$ cat src/rtl/fxr_pkg.sv
package fxr_pkg;
  localparam int FLAG_W = 5;
  localparam int F_NV = 4;
  localparam int F_OF = 3;
  localparam int F_UF = 2;
  localparam int F_DZ = 1;
  localparam int F_NX = 0;
  localparam int TRAP_W = 2;

  typedef enum logic [TRAP_W-1:0] {
    TRAP_NONE  = 2'd0,
    TRAP_IEEE  = 2'd1,
    TRAP_UNFIN = 2'd2
  } trap_e;

  typedef enum logic [1:0] {
    PATH_PLAIN = 2'd0,
    PATH_UFLOW = 2'd1,
    PATH_OFLOW = 2'd2
  } path_e;
endpackage

$ cat src/rtl/fxr_flag_src.sv
module fxr_flag_src
  import fxr_pkg::*;
(
  input  logic [FLAG_W-1:0] raw_flags,
  input  logic              div_flush,
  input  logic              dvd_sub,
  input  logic              dvs_sub,
  output logic [FLAG_W-1:0] eff_flags
);
  logic [FLAG_W-1:0] flush_flags;

  always_comb begin
    flush_flags = '0;
    if (dvd_sub && dvs_sub)  flush_flags[F_NV] = 1'b1;
    else if (dvs_sub)        flush_flags[F_DZ] = 1'b1;
    else                     flush_flags[F_NX] = 1'b1;
    eff_flags = div_flush ? flush_flags : raw_flags;
  end
endmodule

$ cat src/rtl/fxr_priority.sv
module fxr_priority
  import fxr_pkg::*;
(
  input  logic [FLAG_W-1:0] eff_flags,
  input  logic [FLAG_W-1:0] trap_en,
  input  logic              gross_uf,
  input  logic              gross_of,
  input  logic              subn_inv,
  input  trap_e             pend,
  output path_e             path,
  output trap_e             pre_trap
);
  logic [FLAG_W-1:0] armed;
  logic              ovf_sel;
  logic              ufl_sel;

  always_comb begin
    armed    = eff_flags & trap_en;
    pre_trap = pend;
    ovf_sel  = gross_of;
    ufl_sel  = 1'b0;
    path     = PATH_PLAIN;
    if (pend != TRAP_UNFIN) begin
      if (pend == TRAP_NONE) begin
        if (eff_flags[F_OF])                  ovf_sel  = 1'b1;
        else if (armed[F_DZ] || armed[F_NV])  pre_trap = TRAP_IEEE;
        else if (eff_flags[F_UF] && !subn_inv) ufl_sel = 1'b1;
      end
      if (armed[F_NX] && !gross_uf && !ovf_sel && pre_trap == TRAP_NONE)
        pre_trap = TRAP_IEEE;
      if (gross_uf || ufl_sel)  path = PATH_UFLOW;
      else if (ovf_sel)         path = PATH_OFLOW;
    end
  end
endmodule

$ cat src/rtl/fxr_report.sv
module fxr_report
  import fxr_pkg::*;
(
  input  path_e             path,
  input  trap_e             pre_trap,
  input  logic [FLAG_W-1:0] eff_flags,
  input  logic [FLAG_W-1:0] trap_en,
  input  logic              gross_uf,
  output trap_e             trap,
  output logic [FLAG_W-1:0] cexc,
  output logic              zero
);
  always_comb begin
    trap = pre_trap;
    cexc = eff_flags;
    zero = 1'b0;
    unique case (path)
      PATH_UFLOW: begin
        zero = gross_uf;
        cexc = '0;
        if (!trap_en[F_UF] && !trap_en[F_NX]) begin
          trap       = TRAP_NONE;
          cexc[F_UF] = 1'b1;
          cexc[F_NX] = 1'b1;
        end else begin
          trap = TRAP_IEEE;
          if (trap_en[F_UF]) cexc[F_UF] = 1'b1;
          else               cexc[F_NX] = 1'b1;
        end
      end
      PATH_OFLOW: begin
        cexc = '0;
        if (!trap_en[F_OF] && !trap_en[F_NX]) begin
          trap       = TRAP_NONE;
          cexc[F_OF] = 1'b1;
          cexc[F_NX] = 1'b1;
        end else begin
          trap = TRAP_IEEE;
          if (trap_en[F_OF]) cexc[F_OF] = 1'b1;
          else               cexc[F_NX] = 1'b1;
        end
      end
      default: ;
    endcase
  end
endmodule

$ cat src/rtl/fxr_trap_resolver.sv
module fxr_trap_resolver
  import fxr_pkg::*;
(
  input  logic              clk,
  input  logic              rst,
  input  logic              in_valid,
  input  logic [FLAG_W-1:0] raw_flags,
  input  logic [FLAG_W-1:0] trap_en,
  input  logic              gross_uf,
  input  logic              gross_of,
  input  logic              subn_inv,
  input  logic [TRAP_W-1:0] pend_trap,
  input  logic              div_flush,
  input  logic              dvd_sub,
  input  logic              dvs_sub,
  output logic              out_valid,
  output logic [TRAP_W-1:0] trap_type,
  output logic [FLAG_W-1:0] cexc,
  output logic              zero_result
);
  logic [FLAG_W-1:0] eff_flags;
  path_e             path;
  trap_e             pre_trap;
  trap_e             fin_trap;
  logic [FLAG_W-1:0] fin_cexc;
  logic              fin_zero;

  fxr_flag_src u_src (
    .raw_flags (raw_flags),
    .div_flush (div_flush),
    .dvd_sub   (dvd_sub),
    .dvs_sub   (dvs_sub),
    .eff_flags (eff_flags)
  );

  fxr_priority u_prio (
    .eff_flags (eff_flags),
    .trap_en   (trap_en),
    .gross_uf  (gross_uf),
    .gross_of  (gross_of),
    .subn_inv  (subn_inv),
    .pend      (trap_e'(pend_trap)),
    .path      (path),
    .pre_trap  (pre_trap)
  );

  fxr_report u_rep (
    .path      (path),
    .pre_trap  (pre_trap),
    .eff_flags (eff_flags),
    .trap_en   (trap_en),
    .gross_uf  (gross_uf),
    .trap      (fin_trap),
    .cexc      (fin_cexc),
    .zero      (fin_zero)
  );

  always_ff @(posedge clk) begin
    if (rst || !in_valid) begin
      out_valid   <= 1'b0;
      trap_type   <= '0;
      cexc        <= '0;
      zero_result <= 1'b0;
    end else begin
      out_valid   <= 1'b1;
      trap_type   <= fin_trap;
      cexc        <= fin_cexc;
      zero_result <= fin_zero;
    end
  end

  p_valid_follow_r2: assert property (@(posedge clk) disable iff (rst)
    in_valid |=> out_valid);

  p_idle_clear_r2: assert property (@(posedge clk) disable iff (rst)
    !out_valid |-> (trap_type == '0 && cexc == '0 && !zero_result));

  p_unfin_pass_r3: assert property (@(posedge clk) disable iff (rst)
    (out_valid && $past(pend_trap) == TRAP_UNFIN && !$past(div_flush))
    |-> (trap_type == TRAP_UNFIN && cexc == $past(raw_flags) && !zero_result));

  p_zero_gross_r7: assert property (@(posedge clk) disable iff (rst)
    zero_result |-> ($past(gross_uf) && $past(in_valid)));

  p_uf_pair_r7: assert property (@(posedge clk) disable iff (rst)
    (out_valid && zero_result && trap_type == TRAP_NONE) |-> cexc == 5'b00101);

  p_masked_quiet_r12: assert property (@(posedge clk) disable iff (rst)
    (out_valid && $past(trap_en) == '0 && $past(pend_trap) == TRAP_NONE)
    |-> trap_type == TRAP_NONE);
endmodule

$ cat config.mk
export PLATFORM = sky130hd
export DESIGN_NAME = fxr_trap_resolver
export DESIGN_NICKNAME = d
export VERILOG_FILES = /design/src/rtl/fxr_pkg.sv /design/src/rtl/fxr_flag_src.sv /design/src/rtl/fxr_priority.sv /design/src/rtl/fxr_report.sv /design/src/rtl/fxr_trap_resolver.sv
export SDC_FILE = /design/constraint.sdc
export NUM_CORES = 1
export LEC_CHECK = 0
export ABC_AREA = 0
export BUFFER_PORTS_ARGS = -buffer_cell sky130_fd_sc_hd__buf_2
export CAP_MARGIN = 20
export CORE_MARGIN = 1.5
export CORE_UTILIZATION = 40
export CTS_BUF_LIST = sky130_fd_sc_hd__clkbuf_2 sky130_fd_sc_hd__clkbuf_4 sky130_fd_sc_hd__clkbuf_8
export DETAILED_ROUTE_END_ITERATION = 10
export GPL_TIMING_DRIVEN = 0
export PLACE_DENSITY_LB_ADDON = 0.15
export REMOVE_ABC_BUFFERS = 1
export SLEW_MARGIN = 30
export SYNTH_ARGS = -nofsm -noshare
export SYNTH_HDL_FRONTEND = slang
export SYNTH_SLANG_ARGS = --single-unit
$ cat constraint.sdc
create_clock -name clk -period 1.1 [get_ports clk]
set_input_delay 0.11 -clock clk [delete_from_list [all_inputs] [get_ports clk]]
set_output_delay 0.11 -clock clk [all_outputs]
set_load 0.01 [all_outputs]
Word-level counts from Yosys, hierarchy flattened
Index checks and enable logic that the tools add are counted.
W data, S select, Z words.

word-level totals
  word-level logic and storage cells = 64
  output and inout port bits = 9
  flip-flop bits (word level) = 9
  input port bits = 21

cells by class
  reductions and logical operators = 20
  eq/ne operators = 3
  mux-type cells = 35
  bitwise operators = 2

operator list
  kind                  number
  $mux W1               22
  $mux W2               10
  $pmux W5 S2           1
  $logic_and A1 B1 Y1   7
  $logic_not A1 Y1      7
  $and A5 B5 Y5         1
  $mux W5               1
  $logic_not A2 Y1      2
  $pmux W2 S2           1
  $logic_or A1 B1 Y1    3
  $eq A2 B1 Y1 const B  1
  $eq A2 B2 Y1 const B  1
  $ne A2 B2 Y1 const B  1
  $reduce_or A2 Y1      1
  $not A1 Y1            1

Longest topological paths before layout
Gate-level depths: netlist of the first run.

  word-level depth = 15
  gate-level depth with buffers = 5
  mapped depth without buffers = 4

Hierarchy
From an unflattened synthesis of the first run, not the netlist that was laid out.

unflattened totals
  cell total of the unflattened synthesis = 67
  area, all modules = 564.3 um^2

modules (own cells, without submodules)
  module             times used  cells each  area an instance (um^2)
  fxr_trap_resolver  1           18          256.5
  fxr_report         1           26          151.4
  fxr_priority       1           13          97.6
  fxr_flag_src       1           10          58.8

Least setup slack after synthesis of the first run
OpenSTA, ideal clock, no wires.

  path kind = input to register
  start = input port div_flush
  end = register cexc[0]
  path buffers = 1
  data required time = 1021 ps
  path slack = -82 ps
  data arrival time = 1103 ps
  stages on the path = 5
  setup time = 79 ps
  path through = buf_6 nor4b_4 a21oi_2 or4_1 o211ai_1

on the way
  cells in the longest elaborated chain, start to end = 12

RTL lines
  what                                                         line                                    text
  start, declared                                              fxr_trap_resolver.sv:13                 input logic div_flush,
  $mux W5 (*)                                                  fxr_flag_src.sv:17                      eff_flags = div_flush ? flush_flags : raw_flags;
  $logic_and A1 B1 Y1 / $and A5 B5 Y5 (equally long branches)  fxr_priority.sv:27, fxr_priority.sv:18
  $mux W1 / $logic_or A1 B1 Y1 (equally long branches)         fxr_priority.sv:27, fxr_priority.sv:26
  $mux W1                                                      fxr_priority.sv:26                      else if (armed[F_DZ] || armed[F_NV]) pre_trap = TRAP_IEEE;
  $mux W1                                                      fxr_priority.sv:25                      if (eff_flags[F_OF]) ovf_sel = 1'b1;
  $mux W1                                                      fxr_priority.sv:24                      if (pend == TRAP_NONE) begin
  $mux W1                                                      fxr_priority.sv:23                      if (pend != TRAP_UNFIN) begin
  $logic_or A1 B1 Y1                                           fxr_priority.sv:31                      if (gross_uf || ufl_sel) path = PATH_UFLOW;
  $mux W2                                                      fxr_priority.sv:31
  $mux W2                                                      fxr_priority.sv:23
  $eq A2 B2 Y1 / $eq A2 B1 Y1 (equally long branches)          fxr_report.sv:17                        unique case (path)
  $pmux W5 S2 (*)                                              fxr_report.sv:17
  end signal, assigned                                         fxr_trap_resolver.sv:67                 cexc <= fin_cexc;
  end, declared                                                fxr_trap_resolver.sv:18                 output logic [FLAG_W-1:0] cexc,

Every way passes the cells marked *; elsewhere a longest branch is shown, timed or not. The select of a mux whose other input is x is not followed.
A chain may end at the register's enable or synchronous reset.

Final worst setup path of the first run
Ends and elaborated chain as after synthesis.

==> results.yml, run 1 <==
drt:
  vias: 572
  antenna_left: 0
  avgRoutedWirePerCell_um: 10.8
  avgViaCountPerCell: 5.30
  wl_um: 1170
  first_iter_violations: 13
  drc: 0
  drt-pass1-iter-count: 4
clock_tree:
  clock_sinks: 9
  cts_buffers: 3
  clockRootBuffer: "clkbuf_4"
  clock_path_buffers: 2
  clkSlewWorstSetupHoldPaths_ps: 60
  htree_levels: 1
  cts_tree: "yes"
setup_path:
  start_kind: "input pin"
  crit_required_ps: 1270
  worstPathMaxFanout: 10
  cp.arrival_ps: 1240
  critical_path_class: "in2reg"
  end_kind: "register"
timing:
  finalSetupViolCount: 0
  period_minus_slack_ps: 1070
  maxSlewHeadroom: 0.685
  finalWorstSetupSlack_ps: 26.2
  drv_slew: 0
  tns_ps: 0
  post-route-period-util: 0.976
  fmax_ghz: 0.931
  hold_viol: 0
  worst_pin_slew_ps: 469
hold_path:
  hp-class: "in2reg"
  hold_path_depth: 3
logic_synthesis:
  synth_area_leaders: "dfxtp_1 34%, a21oi_1 4.7%, nand2b_1 4.7%"
  synth.top_cells.by_count: "9 x dfxtp_1, 5 x a21oi_1, 5 x inv_1"
  synth-seq-cells: 9
  synth_top_area_cell: "dfxtp_1"
  yosysUniqueCellTypes: 34
  ys_seq_area_frac: 0.340
  syn_area_um2: 531
  avgSynthCellArea_um2: 8.84
  synth_most_common_cell: "dfxtp_1"
  async_reset_ff_frac: 0
  synth_warnings: 0
  synth_edf_count: 0
  synth_top_area_frac: 0.340
  synth_flop_cell: "dfxtp_1"
  syn_inst: 60
die:
  design.core.area_um2: 1170
  die_y_um: 39.4
  rows: 12
  io_pins: 30
  die_area_um2: 1550
  initial_core_util: 0.453
  die_w_um: 39.4
layout:
  areaGrowthSynthToFinish_pct: 39.9
  fillCellCount: 114
  finish.instance_area_um2: 742
  multi_input_area_um2: 333
  fin_nets: 116
  drive_gt1_frac: 0.426
  fin_cells: 108
  antenna_cells: 0
  ff_latch_area_um2: 180
pwr:
  p_leak_nw: 0.362
  power.density_nw_per_um2: 1060
  irDropWorstVdd_mv: 0.396
  totalPowerFinal_w: 0.000783
placement:
  place_ws_ps: -229
  gp_congestion: 0.831
  port_buffers: 29
  post-place-cells: 102
  placed_area_um2: 682
  dp_hpwl_um: 943
global_route:
  overflow: 0
  gr-usage-all-layers: 0.174
  antenna_found_initial: 0
  grt_max_degree: 11
  grt_pass1_wl_um: 1800
  first_global_vias: 444
flow_run:
  cap_violations: 0
outcome:
  status: "finished clean"
==> routing by layer <==
layer,wire (um),vias to the layer above,global-route usage
met5,0,-,0
met3,64,2,0.0170
met1,552,251,0.225
met2,530,25,0.262
met4,20,0,0.129
li1,-,294,-
==> area by class of cell <==
cell class | count | share of cell area
Clock buffer | 4 | 0.0405
Multi-Input combinational cell | 45 | 0.449
Timing Repair Buffer | 31 | 0.219
Sequential cell | 9 | 0.243
Tap cell | 14 | 0.0236
Inverter | 5 | 0.0253
==> stage by stage <==
step | utilization | hold WS, ps
finish | 0.634 | 124
detailed placement | 0.582 | 387
global placement | 0.582 | 386
floorplan | - | 244
global route | 0.634 | 126
CTS | 0.608 | 125
==> power by group <==
part | leakage (nW) | total, W | switching (W) | internal (W)
combinational | 0.270 | 0.000177 | 0.0000938 | 0.0000833
clock | 0.0184 | 0.000264 | 0.000101 | 0.000163
sequential | 0.0735 | 0.000342 | 0.00000233 | 0.000339
==> cells by family after synthesis <==
group	count (synthesis)	synth area share
muxes	1	0.0189
AOI/OAI and AO/OA	19	0.245
buffers and inverters	6	0.0566
DFF	9	0.340
and+or+nand+nor	25	0.340
==> critical path, cell delays in order <==
cell	delay, ps
buf_4	150
nor4b_4	350
a21oi_4	120
or4_1	420
o211ai_1	100
==> flip-flops by register name (all words and copies together) (netlist names) <==
signal       cells
out_valid        1
trap_type        2
cexc             5
zero_result      1
==> final timing paths <==
path,startpoint,end,slack (ps)
worst max-delay path,div_flush,cexc[0]$_SDFF_PN0_,30
worst min-delay path,raw_flags[4],cexc[4]$_SDFF_PN0_,120
==> cell usage in the layout (no fill, tap or decap), drive strengths merged, types with 2 or more instances in the layout <==
master  count
a21oi       6
buf        31
clkbuf      4
dfxtp       9
inv         5
nand2       3
nand2b      4
nor2        3
o211ai      3
o21ai       3
or4b        2
==> what timing repair did <==
item | 4_1_cts | 5_1_grt
setup endpoints to repair | 0 | 4
hold buffers | 0 | 0
buffers inserted | 0 | 2
resized for setup | 0 | 4
Power figures use the tool's default switching activity.
==> run 2, diff against run 1 <==
SYNTH_HIERARCHICAL = 1   (was default)
==> run 2 against run 1 <==
The run now ends with setup timing left. Setup slack got worse by 460 ps. Global-route usage decreased by 1.1 points. Cell count increased by 9.3%. Synthesized cell count up 12%. Sequential share of layout area decreased by 4.0 points. Clock power grew 2%. Largest cell class unchanged.
==> results.yml, run 2 <==
outcome:
  status: "finished, violations left"
  violations: "setup timing"
layout:
  multi_input_area_um2: 412
  top_register: "cexc"
  drive_gt1_frac: 0.573
  ff_latch_area_um2: 180
  final_common_cell: "buf_2"
  largest_reg_flops: 5
  antenna_cells: 0
  areaGrowthSynthToFinish_pct: 57.6
  fin_cells: 118
  postLayoutCoreUtil: 0.684
  fin_nets: 127
  layout_common_cells: "27 x buf_2, 9 x dfxtp_1, 8 x and3b_1, 8 x inv_1"
  top_regs: "cexc x5, trap_type x2"
  fillCellCount: 109
logic_synthesis:
  synthSimpleGateAreaFrac: 0.337
  syn_area_um2: 564
  synth_top_area_cell: "dfxtp_1"
  synth-seq-cells: 9
  ys_seq_area_frac: 0.319
  yosysUniqueCellTypes: 24
  synth_edf_count: 0
  synth_top_area_frac: 0.319
  synth_most_common_cell: "inv_1"
  synth_warnings: 6
  avgSynthCellArea_um2: 8.42
  synthAdderAreaFrac: 0.0443
  synth_top_family_by_area: "simple AND/OR/NAND/NOR gates"
  async_reset_ff_frac: 0
  synth.top_cells.by_count: "10 x inv_1, 9 x dfxtp_1, 8 x and3b_1"
  muxShareOfSynthArea: 0.0177
  syn_inst: 67
  synth_area_leaders: "dfxtp_1 32%, and3b_1 12%, inv_1 6.7%"
  synth_flop_cell: "dfxtp_1"
  synth_compound_area_frac: 0.188
  synth_xor_area_frac: 0
timing:
  finalSetupViolCount: 8
  grt_setup_unrepaired: "true"
  drv_slew: 0
  hold_viol: 0
  tns_ps: -3160
  post-route-period-util: 1.39
  fmax_ghz: 0.654
  finalWorstSetupSlack_ps: -430
  maxSlewHeadroom: 0.841
  period_minus_slack_ps: 1530
  worst_pin_slew_ps: 231
clock_tree:
  clockRootBuffer: "clkbuf_4"
  postCtsHoldBufs: 0
  clkSlewWorstSetupHoldPaths_ps: 60
  htree_levels: 1
  clock_sinks: 9
  clock_path_buffers: 2
  cts_buffers: 3
  cts_tree: "yes"
placement:
  dp_hpwl_um: 941
  gp_congestion: 0.715
  port_buffers: 29
  post-place-cells: 109
  place_ws_ps: -989
global_route:
  gr-usage-all-layers: 0.163
  grt_max_degree: 10
  grt_pass1_wl_um: 1750
  first_global_vias: 447
  overflow: 0
  antenna_found_initial: 0
die:
  die_w_um: 40.6
  design.core.area_um2: 1300
  die_y_um: 40.6
  rows: 13
  io_pins: 30
  die_area_um2: 1650
  initial_core_util: 0.434
setup_path:
  end_kind: "register"
  critical_path_class: "in2reg"
  crit_required_ps: 1250
  worstPathMaxFanout: 7
  slowest_stage: "nor3b_4"
  start_kind: "input pin"
  cp_top_family: "simple AND/OR/NAND/NOR gates"
  cp.arrival_ps: 1680
  path_buf_inv: 2
  cp_cell_sequence: "buf_12, o22ai_4, a22oi_2, a41oi_2, nor3b_4, ha_4, buf_6, and2_1, and3b_1"
  critPathMaxStageDelay_ps: 290
pwr:
  p_leak_nw: 0.476
  power.density_nw_per_um2: 999
  irDropWorstVdd_mv: 0.376
  totalPowerFinal_w: 0.000889
drt:
  drt-pass1-iter-count: 4
  drc: 0
  avgRoutedWirePerCell_um: 10.8
  wl_um: 1270
  first_iter_violations: 13
  avgViaCountPerCell: 4.82
  vias: 569
  antenna_left: 0
hold_path:
  hp-class: "in2reg"
flow_run:
  cap_violations: 0
-- run 2: final timing paths --
| path | from | endpoint | cells past startpoint |
|---|---|---|---|
| worst max-delay path | div_flush | trap_type[1]$_SDFF_PP0_ | 9 |
| worst min-delay path | rst | out_valid$_DFF_P_ | 2 |
-- run 2: cell type report --
type,instances,share of cell area
multi-input cells,46,0.463
repair buffers,34,0.238
flip-flops and latches,9,0.203
inverters,10,0.0422
clock buffers,4,0.0338
well taps,15,0.0211
-- run 2: power by group --
group          total, W  switching [W]  internal [W]
Sequential     0.000342     0.00000252      0.000340
Clock          0.000270       0.000106      0.000164
Combinational  0.000277       0.000128      0.000149
-- run 2: layer usage --
metal  GRT usage  wire, um
met1       0.176       536
met2       0.286       680
met3      0.0333        52
met4       0.100         0
met5           0         0
-- run 2: cells by family after synthesis --
group,count (synthesis)
DFF,9
muxes,1
AOI/OAI and AO/OA,15
adders and majority gates,2
buffers and inverters,12
and+or+nand+nor,28
-- run 2: through the flow --
| stage | hold slack [ps] | area, um2 |
|---|---|---|
| global route | 119 | 890 |
| floorplan | 182 | 549 |
| finish | 99.8 | 890 |
| CTS | 97.4 | 841 |
| global placement | 364 | 713 |
| detailed placement | 374 | 713 |
-- run 2: timing repair --
action,in CTS,in global routing
gates resized for setup,17,13
cloned,0,0
buffers inserted,5,0
setup endpoints to repair,8,8
pin swaps,7,13
==> run 3, diff against run 2 <==
ABC_AREA = 1   (was 0)
CORE_ASPECT_RATIO = 1.1   (was default)
CORE_UTILIZATION = 43   (was 40)
SETUP_SLACK_MARGIN = 0.3   (was default)
==> run 3 against run 2 <==
The run still ends with setup timing left. Largest power group is now combinational cells. Utilization increased by 12 points. Via count grew 32%. Count of clock-buffer cells in the layout is the same. Synthesized area up 16%. Worst hold slack improved by 25 ps. Synthesized cell count is 57% higher. Final area grew 26%.
==> results.yml, run 3 <==
outcome:
  status: "finished, violations left"
  violations: "setup timing"
drt:
  first_iter_violations: 19
  avgRoutedWirePerCell_um: 9.79
  wl_um: 1670
  avgViaCountPerCell: 4.39
  antenna_left: 0
  drc: 0
  vias: 751
  drt-pass1-iter-count: 4
setup_path:
  cp.arrival_ps: 1660
  start_kind: "input pin"
  crit_required_ps: 1300
  startpoint: "div_flush"
  end_kind: "register"
  worstPathMaxFanout: 5
  critical_path_class: "in2reg"
timing:
  hold_viol: 0
  maxSlewHeadroom: 0.848
  finalWorstSetupSlack_ps: -361
  drv_slew: 0
  finalSetupViolCount: 8
  post-route-period-util: 1.33
  tns_ps: -2430
  period_minus_slack_ps: 1460
  worst_pin_slew_ps: 227
  grt_setup_unrepaired: "true"
  holdWs_ps: 125
  fmax_ghz: 0.684
die:
  die_y_um: 44.0
  io_pins: 30
  rows: 14
  design.core.area_um2: 1400
  initial_core_util: 0.468
  die_area_um2: 1770
  die_w_um: 40.2
layout:
  fillCellCount: 94
  fin_nets: 179
  antenna_cells: 0
  final_common_cell: "buf_2"
  areaGrowthSynthToFinish_pct: 71.6
  ff_latch_area_um2: 183
  top_regs: "cexc x5, trap_type x2"
  top_register: "cexc"
  finish.instance_area_um2: 1120
  largest_reg_flops: 5
  layout_common_cells: "25 x buf_2, 21 x inv_1, 21 x nand2_1"
  multi_input_area_um2: 423
  drive_gt1_frac: 0.594
flow_run:
  cap_violations: 0
global_route:
  grt_max_degree: 10
  grt_pass1_wl_um: 2610
  first_global_vias: 657
  gr-usage-all-layers: 0.217
  overflow: 0
  antenna_found_initial: 0
hold_path:
  hold_path_depth: 3
  hp-class: "in2reg"
  min_from: "in_valid"
logic_synthesis:
  syn_inst: 105
  syn_area_um2: 656
  synth-seq-cells: 9
  async_reset_ff_frac: 0
  avgSynthCellArea_um2: 6.24
  synth_warnings: 6
  synth_top_area_frac: 0.275
  yosysUniqueCellTypes: 18
  synth_flop_cell: "dfxtp_1"
  synth_top_area_cell: "dfxtp_1"
  ys_seq_area_frac: 0.275
  synth_edf_count: 0
  synth_area_leaders: "dfxtp_1 27%, inv_1 15%, nand2_1 15%"
  synth.top_cells.by_count: "27 x inv_1, 27 x nand2_1, 14 x nor2_1"
clock_tree:
  cts_buffers: 3
  clockRootBuffer: "clkbuf_4"
  clkSlewWorstSetupHoldPaths_ps: 50
  htree_levels: 1
  clock_path_buffers: 2
  cts_tree: "yes"
  clock_sinks: 9
pwr:
  irDropWorstVdd_mv: 0.440
  p_leak_nw: 0.670
  power.density_nw_per_um2: 899
placement:
  gp_congestion: 0.745
  placed_area_um2: 806
  port_buffers: 29
  dp_hpwl_um: 999
run 3: cell types whose count changed in the layout (fill, tap and decap cells not counted), sizes merged, moves of 4 or more:
cell,before,now
and2,4,0
nor2,3,17
nand2,6,33
buf,34,48
and3b,8,0
inv,10,31
run 3: path summary, 6_finish.rpt:
check	endpoint
max	cexc[2]$_SDFF_PP0_
min	out_valid$_DFF_P_
run 3: cell families (layout without fill, tap and decap cells):
logic type      Yosys count  after routing  synth area share
fa+ha+maj                 2              2            0.0382
simple gates             55             55             0.424
flops                     9              9             0.275
buf+inv                  33             83             0.200
compound gates            6              6            0.0630
run 3: repair_timing:
item,4_1_cts,5_1_grt
gates resized for setup,22,20
pin swaps,20,11
buffers inserted,18,1
endpoints found under the setup margin,11,17
hold buffers,0,0
cloned,0,0
run 3: layout make-up:
class,instances,share of cell area
Clock buffer,4,0.0267
Inverter,31,0.110
Multi-Input combinational cell,63,0.376
Sequential cell,9,0.162
Tap cell,16,0.0178
Timing Repair Buffer,48,0.307
run 3: stage by stage:
step / worst slack [ps] / total power, W / cells / util
detailed placement: -933 / 0.000583 / 148 / 0.575
finish: -361 / 0.00101 / 171 / 0.803
global route: -451 / 0.00108 / 171 / 0.803
floorplan: -556 / 0.000506 / 103 / -
global placement: -872 / 0.000577 / 148 / 0.575
CTS: -282 / 0.000975 / 170 / 0.753
run 3: per-layer routing:
metal / routed length (um) / vias up / track usage
li1: - / 397 / -
met1: 644 / 324 / 0.234
met2: 922 / 25 / 0.384
met3: 66 / 5 / 0.0308
met4: 40 / 0 / 0.120
met5: 0 / - / 0
run 3: report_power, final:
group / internal (W) / total [W] / switching, W / leakage, nW
Sequential: 0.000340 / 0.000343 / 0.00000331 / 0.0743
Clock: 0.000164 / 0.000268 / 0.000104 / 0.0184
Combinational: 0.000207 / 0.000399 / 0.000193 / 0.577
run 3: worst max-delay path, stage by stage:
cell and delay (ps):
buf_12 100, inv_6 40, nand2_2 50, nand2_2 50, nand2_1 80, nand2_1 80
nor2_1 110, nand2_1 100, a21oi_2 180, inv_2 60, ha_4 230, buf_12 130
nor2_8 90, o21ai_2 70, nand2_2 60, inv_2 30, nor2_2 80
